===== config.mk =====
export PLATFORM = sky130hd
export DESIGN_NAME = membank_arbiter
export DESIGN_NICKNAME = d
export VERILOG_FILES = /design/src/rtl/mbarb_pkg.sv /design/src/rtl/mbarb_match.sv /design/src/rtl/mbarb_ranks.sv /design/src/rtl/mbarb_retry.sv /design/src/rtl/membank_arbiter.sv
export SDC_FILE = /design/constraint.sdc
export NUM_CORES = 1
export LEC_CHECK = 0
export BUFFER_PORTS_ARGS = -buffer_cell sky130_fd_sc_hd__buf_2
export CAP_MARGIN = 20
export CORE_ASPECT_RATIO = 1.5
export CORE_UTILIZATION = 41
export DETAILED_ROUTE_END_ITERATION = 10
export PLACE_DENSITY = 0.73
export SLEW_MARGIN = 20
export SYNTH_ARGS = -nofsm -noshare
export SYNTH_HDL_FRONTEND = slang
export SYNTH_HIERARCHICAL = 1
export SYNTH_SLANG_ARGS = --single-unit
export TNS_END_PERCENT = 50

===== constraint.sdc =====
create_clock -name clk -period 2.05 [get_ports clk]
set_clock_uncertainty 0.2 [all_clocks]
set_input_delay 0.3075 -clock clk [delete_from_list [all_inputs] [get_ports clk]]
set_output_delay 0.3075 -clock clk [all_outputs]
set_load 0.03 [all_outputs]

===== src/rtl/mbarb_pkg.sv =====
package mbarb_pkg;

   typedef enum logic [1:0] {
      LK_FREE  = 2'd0,
      LK_FETCH = 2'd1,
      LK_XCHG  = 2'd2
   } lock_e;

endpackage


===== src/rtl/mbarb_match.sv =====
module mbarb_match #(
   parameter int NUM_RANKS = 3,
   parameter int BANK_W    = 4
) (
   input  logic                              req,
   input  logic [BANK_W-1:0]                 bank,
   input  logic [NUM_RANKS-1:0]              rank_v,
   input  logic [NUM_RANKS-1:0][BANK_W-1:0]  rank_b,
   output logic                              hit
);

   logic [NUM_RANKS-1:0] per_rank;

   generate
      for (genvar i = 0; i < NUM_RANKS; i++) begin : g_cmp
         assign per_rank[i] = rank_v[i] && (rank_b[i] == bank);
      end
   endgenerate

   assign hit = req && (|per_rank);

endmodule


===== src/rtl/mbarb_ranks.sv =====
module mbarb_ranks #(
   parameter int NUM_RANKS = 3,
   parameter int BANK_W    = 4,
   parameter int HOLD_RANK = 1
) (
   input  logic                              clk,
   input  logic                              rst_n,
   input  logic                              ld_valid,
   input  logic [BANK_W-1:0]                 ld_bank,
   input  logic                              conflict,
   output logic [NUM_RANKS-1:0]              rank_v,
   output logic [NUM_RANKS-1:0][BANK_W-1:0]  rank_b,
   output logic                              quiet
);

   localparam int CLR_RANK = HOLD_RANK + 1;

   generate
      if (NUM_RANKS < 2) begin : g_bad_depth
         $error("mbarb_ranks: NUM_RANKS must be at least 2");
      end
      if (HOLD_RANK < 0 || HOLD_RANK > NUM_RANKS - 2) begin : g_bad_hold
         $error("mbarb_ranks: HOLD_RANK must leave a rank after it");
      end
   endgenerate

   logic                              hold_q;
   logic                              hold;
   logic [NUM_RANKS-1:0]              v_q, v_d;
   logic [NUM_RANKS-1:0][BANK_W-1:0]  b_q, b_d;

   assign hold = conflict && !hold_q;

   generate
      for (genvar i = 0; i < NUM_RANKS; i++) begin : g_rank
         if (i == 0) begin : g_head
            always_comb begin
               if (hold) begin
                  v_d[i] = v_q[i];
                  b_d[i] = b_q[i];
               end else begin
                  v_d[i] = ld_valid;
                  b_d[i] = ld_bank;
               end
            end
         end else if (i <= HOLD_RANK) begin : g_held
            always_comb begin
               if (hold) begin
                  v_d[i] = v_q[i];
                  b_d[i] = b_q[i];
               end else begin
                  v_d[i] = v_q[i-1];
                  b_d[i] = b_q[i-1];
               end
            end
         end else if (i == CLR_RANK) begin : g_clear
            always_comb begin
               if (hold) begin
                  v_d[i] = 1'b0;
                  b_d[i] = b_q[i];
               end else begin
                  v_d[i] = v_q[i-1];
                  b_d[i] = b_q[i-1];
               end
            end
         end else begin : g_tail
            always_comb begin
               v_d[i] = v_q[i-1];
               b_d[i] = b_q[i-1];
            end
         end
      end
   endgenerate

   always_ff @(posedge clk) begin
      if (!rst_n) begin
         v_q    <= '0;
         b_q    <= '0;
         hold_q <= 1'b0;
      end else begin
         v_q    <= v_d;
         b_q    <= b_d;
         hold_q <= hold;
      end
   end

   assign rank_v = v_q;
   assign rank_b = b_q;
   assign quiet  = ~|v_q;

   AST_LOAD_HEAD: assert property (@(posedge clk) disable iff (!rst_n)
      (ld_valid && !hold) |=> (v_q[0] && b_q[0] == $past(ld_bank)));
   AST_HOLD_KEEP: assert property (@(posedge clk) disable iff (!rst_n)
      hold |=> (v_q[HOLD_RANK] == $past(v_q[HOLD_RANK]) && !v_q[CLR_RANK]));
   AST_HOLD_NO_LOAD: assert property (@(posedge clk) disable iff (!rst_n)
      hold |-> !ld_valid);

endmodule


===== src/rtl/mbarb_retry.sv =====
module mbarb_retry #(
   parameter int RETRY = 8
) (
   input  logic clk,
   input  logic rst_n,
   input  logic refuse,
   output logic waiting
);

   localparam int CW = (RETRY > 2) ? $clog2(RETRY) : 1;
   localparam logic [CW-1:0] LOAD = CW'(RETRY - 1);

   generate
      if (RETRY < 2) begin : g_bad_retry
         $error("mbarb_retry: RETRY must be at least 2");
      end
   endgenerate

   logic [CW-1:0] cnt_q;

   always_ff @(posedge clk) begin
      if (!rst_n) begin
         cnt_q <= '0;
      end else if (refuse) begin
         cnt_q <= LOAD;
      end else if (cnt_q != '0) begin
         cnt_q <= cnt_q - 1'b1;
      end
   end

   assign waiting = (cnt_q != '0);

   AST_RETRY_LOAD: assert property (@(posedge clk) disable iff (!rst_n)
      refuse |=> (cnt_q == LOAD));
   AST_RETRY_STEP: assert property (@(posedge clk) disable iff (!rst_n)
      (waiting && !refuse) |=> (cnt_q == $past(cnt_q) - 1'b1));

endmodule


===== src/rtl/membank_arbiter.sv =====
module membank_arbiter #(
   parameter int ADDR_W    = 22,
   parameter int NUM_BANKS = 16,
   parameter int NUM_RANKS = 3,
   parameter int HOLD_RANK = 1,
   parameter int RETRY     = 8
) (
   input  logic              clk,
   input  logic              rst_n,
   input  logic              scl_req,
   input  logic [ADDR_W-1:0] scl_addr,
   input  logic              scl_cp2,
   input  logic              io_req,
   input  logic [ADDR_W-1:0] io_addr,
   input  logic              fetch_req,
   input  logic              xchg_req,
   input  logic              blk_op,
   input  logic              sync_req,
   input  logic              op_done,
   output logic              scl_gnt,
   output logic              scl_conflict,
   output logic              io_gnt,
   output logic              io_wait,
   output logic              fetch_gnt,
   output logic              xchg_gnt,
   output logic              mem_lock,
   output logic              mem_quiet
);
   import mbarb_pkg::*;

   localparam int BANK_W = $clog2(NUM_BANKS);

   generate
      if ((1 << BANK_W) != NUM_BANKS) begin : g_bad_banks
         $error("membank_arbiter: NUM_BANKS must be a power of two");
      end
      if (BANK_W > ADDR_W) begin : g_bad_addr
         $error("membank_arbiter: address narrower than bank field");
      end
   endgenerate

   logic [BANK_W-1:0]                 scl_bank, io_bank, ld_bank;
   logic [NUM_RANKS-1:0]              rank_v;
   logic [NUM_RANKS-1:0][BANK_W-1:0]  rank_b;
   logic                              scl_hit, io_hit, io_live, io_blocked;
   logic                              io_refuse, ld_valid, quiet;
   lock_e                             lk_q, lk_d;

   assign scl_bank = scl_addr[BANK_W-1:0];
   assign io_bank  = io_addr[BANK_W-1:0];

   mbarb_match #(.NUM_RANKS(NUM_RANKS), .BANK_W(BANK_W)) u_scl_match (
      .req(scl_req), .bank(scl_bank), .rank_v(rank_v), .rank_b(rank_b), .hit(scl_hit)
   );

   mbarb_match #(.NUM_RANKS(NUM_RANKS), .BANK_W(BANK_W)) u_io_match (
      .req(io_live), .bank(io_bank), .rank_v(rank_v), .rank_b(rank_b), .hit(io_hit)
   );

   mbarb_ranks #(.NUM_RANKS(NUM_RANKS), .BANK_W(BANK_W), .HOLD_RANK(HOLD_RANK)) u_ranks (
      .clk(clk), .rst_n(rst_n), .ld_valid(ld_valid), .ld_bank(ld_bank),
      .conflict(scl_conflict), .rank_v(rank_v), .rank_b(rank_b), .quiet(quiet)
   );

   mbarb_retry #(.RETRY(RETRY)) u_retry (
      .clk(clk), .rst_n(rst_n), .refuse(io_refuse), .waiting(io_wait)
   );

   assign mem_lock  = (lk_q != LK_FREE);
   assign mem_quiet = quiet;

   assign fetch_gnt = fetch_req && quiet && !mem_lock;
   assign xchg_gnt  = xchg_req && quiet && !mem_lock && !fetch_req;

   assign scl_conflict = scl_hit;
   assign scl_gnt      = scl_req && !scl_hit && !mem_lock && !fetch_gnt && !xchg_gnt;

   assign io_live    = io_req && !io_wait;
   assign io_blocked = scl_req || scl_cp2 || fetch_req || xchg_req ||
                       blk_op || sync_req || mem_lock;
   assign io_gnt     = io_live && !io_hit && !io_blocked;
   assign io_refuse  = io_live && !io_gnt;

   assign ld_valid = scl_gnt || io_gnt;
   assign ld_bank  = scl_gnt ? scl_bank : io_bank;

   always_comb begin
      lk_d = lk_q;
      if (mem_lock && op_done) begin
         lk_d = LK_FREE;
      end else if (fetch_gnt) begin
         lk_d = LK_FETCH;
      end else if (xchg_gnt) begin
         lk_d = LK_XCHG;
      end
   end

   always_ff @(posedge clk) begin
      if (!rst_n) begin
         lk_q <= LK_FREE;
      end else begin
         lk_q <= lk_d;
      end
   end

   AST_ONE_GRANT: assert property (@(posedge clk) disable iff (!rst_n)
      $countones({scl_gnt, io_gnt, fetch_gnt, xchg_gnt}) <= 1);
   AST_LOCK_BLOCKS: assert property (@(posedge clk) disable iff (!rst_n)
      mem_lock |-> !(scl_gnt || io_gnt || fetch_gnt || xchg_gnt));
   AST_LOCK_SET: assert property (@(posedge clk) disable iff (!rst_n)
      (fetch_gnt || xchg_gnt) |=> mem_lock);
   AST_WAIT_NO_IO: assert property (@(posedge clk) disable iff (!rst_n)
      io_wait |-> !io_gnt);
   AST_CONFLICT_NO_GNT: assert property (@(posedge clk) disable iff (!rst_n)
      scl_conflict |-> !scl_gnt);

endmodule


==> metrics.yaml <==
run_status:
  run_status: "finished, violations left"
  violations: "setup timing"
floorplanning:
  die_y_um: 70.9
  core_mm2: 0.00294
  floorplan.initialDensity_pct: 44.0
  num_io_pins: 62
  die_area_mm2: 0.00340
  rows: 24
  die_w_um: 47.9
synth:
  seq_area_frac_synth_pct: 32.4
  syn-num-nets: 195
  yosys.area.top_type_share_pct: 32.4
  avgSynthCellArea_um2: 9.33
  syn_inst: 139
  synth_warnings: 6
  ys_top_cells_by_area: "dfxtp_1, xor2_1, mux2i_1"
  synth_area_mm2: 0.00130
  synth_top_cell_by_area: "dfxtp_1"
  synth.distinct_cells: 33
  yosys_register_bits: 21
cells_and_area:
  fill_cells: 267
  fin_nets: 240
  most-common-layout-cells: "buf_2, nand2_1, xor2_1"
  seqCellArea_um2: 430
  area_growth_pct: 34.3
  final_common_cell: "buf_2"
  layout-drive-gt1-share_pct: 44.3
  n_antenna_cell: 0
  multi_input_area_um2: 895
  postLayoutCoreUtil_pct: 59.1
setup_path:
  setup.worst_path.start_class: "flop"
  cp_max_fo: 4
  worstRegToRegCells: 12
  critPathRequiredTime_ns: 1.54
  r2r_end: "u_retry/cnt_q[1]$_SDFFE_PN0P_"
  crit_type: "reg2out"
  r2r_setup_slack_ns: -0.14
  cp_num_buf_inv: 3
  slowest_stage: "dfxtp_2"
  worstPathArrival_ns: 1.77
  crit_family: "simple AND/OR/NAND/NOR gates"
  worst_path_most_repeated_cell: "nand2b_4"
  worst_setup_path_end_kind: "output port"
  r2r_start: "u_retry/cnt_q[0]$_SDFFE_PN0P_"
  slowest_delay_ns: 0.34
  crit_chain: "inv_2, ha_4, nand2b_4, nand2b_4, inv_4, nand4_1, nand3_2, nor4_4, and4_4, buf_6"
place:
  io_buffers: 25
  place_ws_ns: -0.159
  globalplace.congestion: 0.789
  dp_hpwl_mm: 2.16
routing:
  route.detailed.drc: 0
  ant_nets: 0
  wirelength_mm: 2.90
  drt_iter0_drc: 18
  first_pass_iters: 4
  routedWlPerCell_um: 13.1
  num_vias: 1149
  via_per_inst: 5.18
clocking:
  clock_latency_ns: 0.25
  cts_root_buf: "clkbuf_8"
  clock_path_buffers: 2
  htreeDepth: 1
  cts.clk_slew.worst_paths_ns: 0.07
  cts_sinks: 21
  tritoncts: "yes"
  holdBufCountCts: 0
  cts_made_buffers: 3
sta:
  maxSlewViolCount: 0
  tightest_slew_ns: 0.472
  setup_viol_count_final: 4
  fmax_ghz: 0.440
  period_needed_ns: 2.27
  fin_crit_sh_pct: 111
  maxSlewHeadroom_pct: 68.3
  worst_slack_ns: -0.224
  hold_viol_final: 0
  rsz0062_at_grt: "yes"
pwr:
  cellLeakagePower_nw: 0.778
  vdd_drop_max_mv: 0.497
  p_per_area_mw_per_mm2: 826
  power_mw: 1.44
worst_hold_path:
  min_path_cells: 3
  hold_path_startpoint: "op_done"
  hp-class: "in2reg"
  min_to: "lk_q[1]$_SDFFE_PP0P_"
global_route:
  grt_pass1_vias: 1163
  grt_max_degree: 24
  overflow: 0
  antenna_found_initial: 0
  grt_pass1_wl_mm: 4.57
  globalRouteTotalUtil_pct: 18.1
flow_run:
  cap_violations: 0
worst min-delay path, cell delays in order:
cell and delay (ns):
buf_2 0.09, nor2b_1 0.04, o21a_1 0.15
timing repair:
| item | in CTS | in global routing |
|---|---|---|
| pin swaps | 8 | 3 |
| setup buffers | 3 | 3 |
| resized for setup | 11 | 9 |
| setup endpoints to repair | 6 | 11 |
power by group:
part	internal, mW	switching [mW]
Combinational	0.367	0.315
Sequential	0.459	0.0357
Clock	0.138	0.123
cells in the mapped netlist:
cell,n
buf_2,2
a211oi_1,1
xnor2_1,6
nand2_1,19
nand4b_4,1
or3b_1,1
mux2i_1,14
ha_1,2
nor3_1,8
dfxtp_1,21
o21ai_1,1
and3_1,2
o21a_1,2
nor2_1,2
nand2b_1,2
nor4b_1,2
or2b_1,1
and2_2,1
nor2b_1,3
nor2b_4,1
mux2_4,4
nand3_1,3
nand4_1,6
a31oi_1,2
nor4_1,1
and4_1,1
o21ai_2,1
xor2_1,18
buf_12,1
inv_1,7
buf_6,1
nor2_2,1
a311oi_1,1
per-layer routing:
| layer | wire, um | vias to the layer above | global-route usage (%) |
|---|---|---|---|
| li1 | - | 567 | - |
| met1 | 1140 | 548 | 18.2 |
| met2 | 1610 | 28 | 34.5 |
| met3 | 107 | 6 | 2.55 |
| met4 | 39 | 0 | 6.17 |
| met5 | 0 | - | 0 |
sequential cells by signal, summed over array words and instances, names as in the netlist:
register / flops
lk_q: 2
u_ranks/hold_q: 1
u_ranks/rank_b: 12
u_ranks/rank_v: 3
u_retry/cnt_q: 3
stage by stage:
stage	instance area, um^2	setup TNS [ns]	cells	hold WS, ns
2_1_floorplan	1340	-0.00858	139	0.225
3_3_place_gp	1580	-0.153	212	0.285
3_5_place_dp	1580	-0.363	212	0.304
4_1_cts	1690	-0.846	219	0.173
5_1_grt	1740	-1.12	222	0.189
6_report	1740	-0.511	222	0.174
kinds of logic (layout without fill, tap and decap cells):
logic type / Yosys count / after routing / synth area share, %
AO/OA/AOI/OAI: 8 / 8 / 4.44
XOR/XNOR: 24 / 24 / 16.2
adder cells (fa/ha/maj): 2 / 2 / 1.93
buffers and inverters: 11 / 55 / 5.21
flip-flops: 21 / 21 / 32.4
multiplexers: 18 / 18 / 15.4
AND/OR/NAND/NOR: 55 / 55 / 24.3
worst max path at each step:
stage | cells past startpoint | slack, ns | endpoint | from
final | 10 | -0.22 | io_gnt | u_retry/cnt_q[0]$_SDFFE_PN0P_
after global routing | 10 | -0.30 | io_gnt | u_retry/cnt_q[0]$_SDFFE_PN0P_
after CTS | 10 | -0.31 | io_gnt | u_retry/cnt_q[0]$_SDFFE_PN0P_
after global placement | 10 | -0.06 | u_retry/cnt_q[0]$_SDFFE_PN0P_ | io_addr[3]
after floorplan | 11 | -0.009 | u_retry/cnt_q[0]$_SDFFE_PN0P_ | u_retry/cnt_q[0]$_SDFFE_PN0P_
after detailed placement | 10 | -0.16 | u_retry/cnt_q[1]$_SDFFE_PN0P_ | io_addr[0]
final cells by class:
class	count	area share (%)
clock buffers	4	2.59
repair buffers	44	16.8
flip-flops and latches	21	24.7
multi-input cells	107	51.4
well taps	39	2.80
inverters	7	1.65
(Power assumes the default switching activity.)
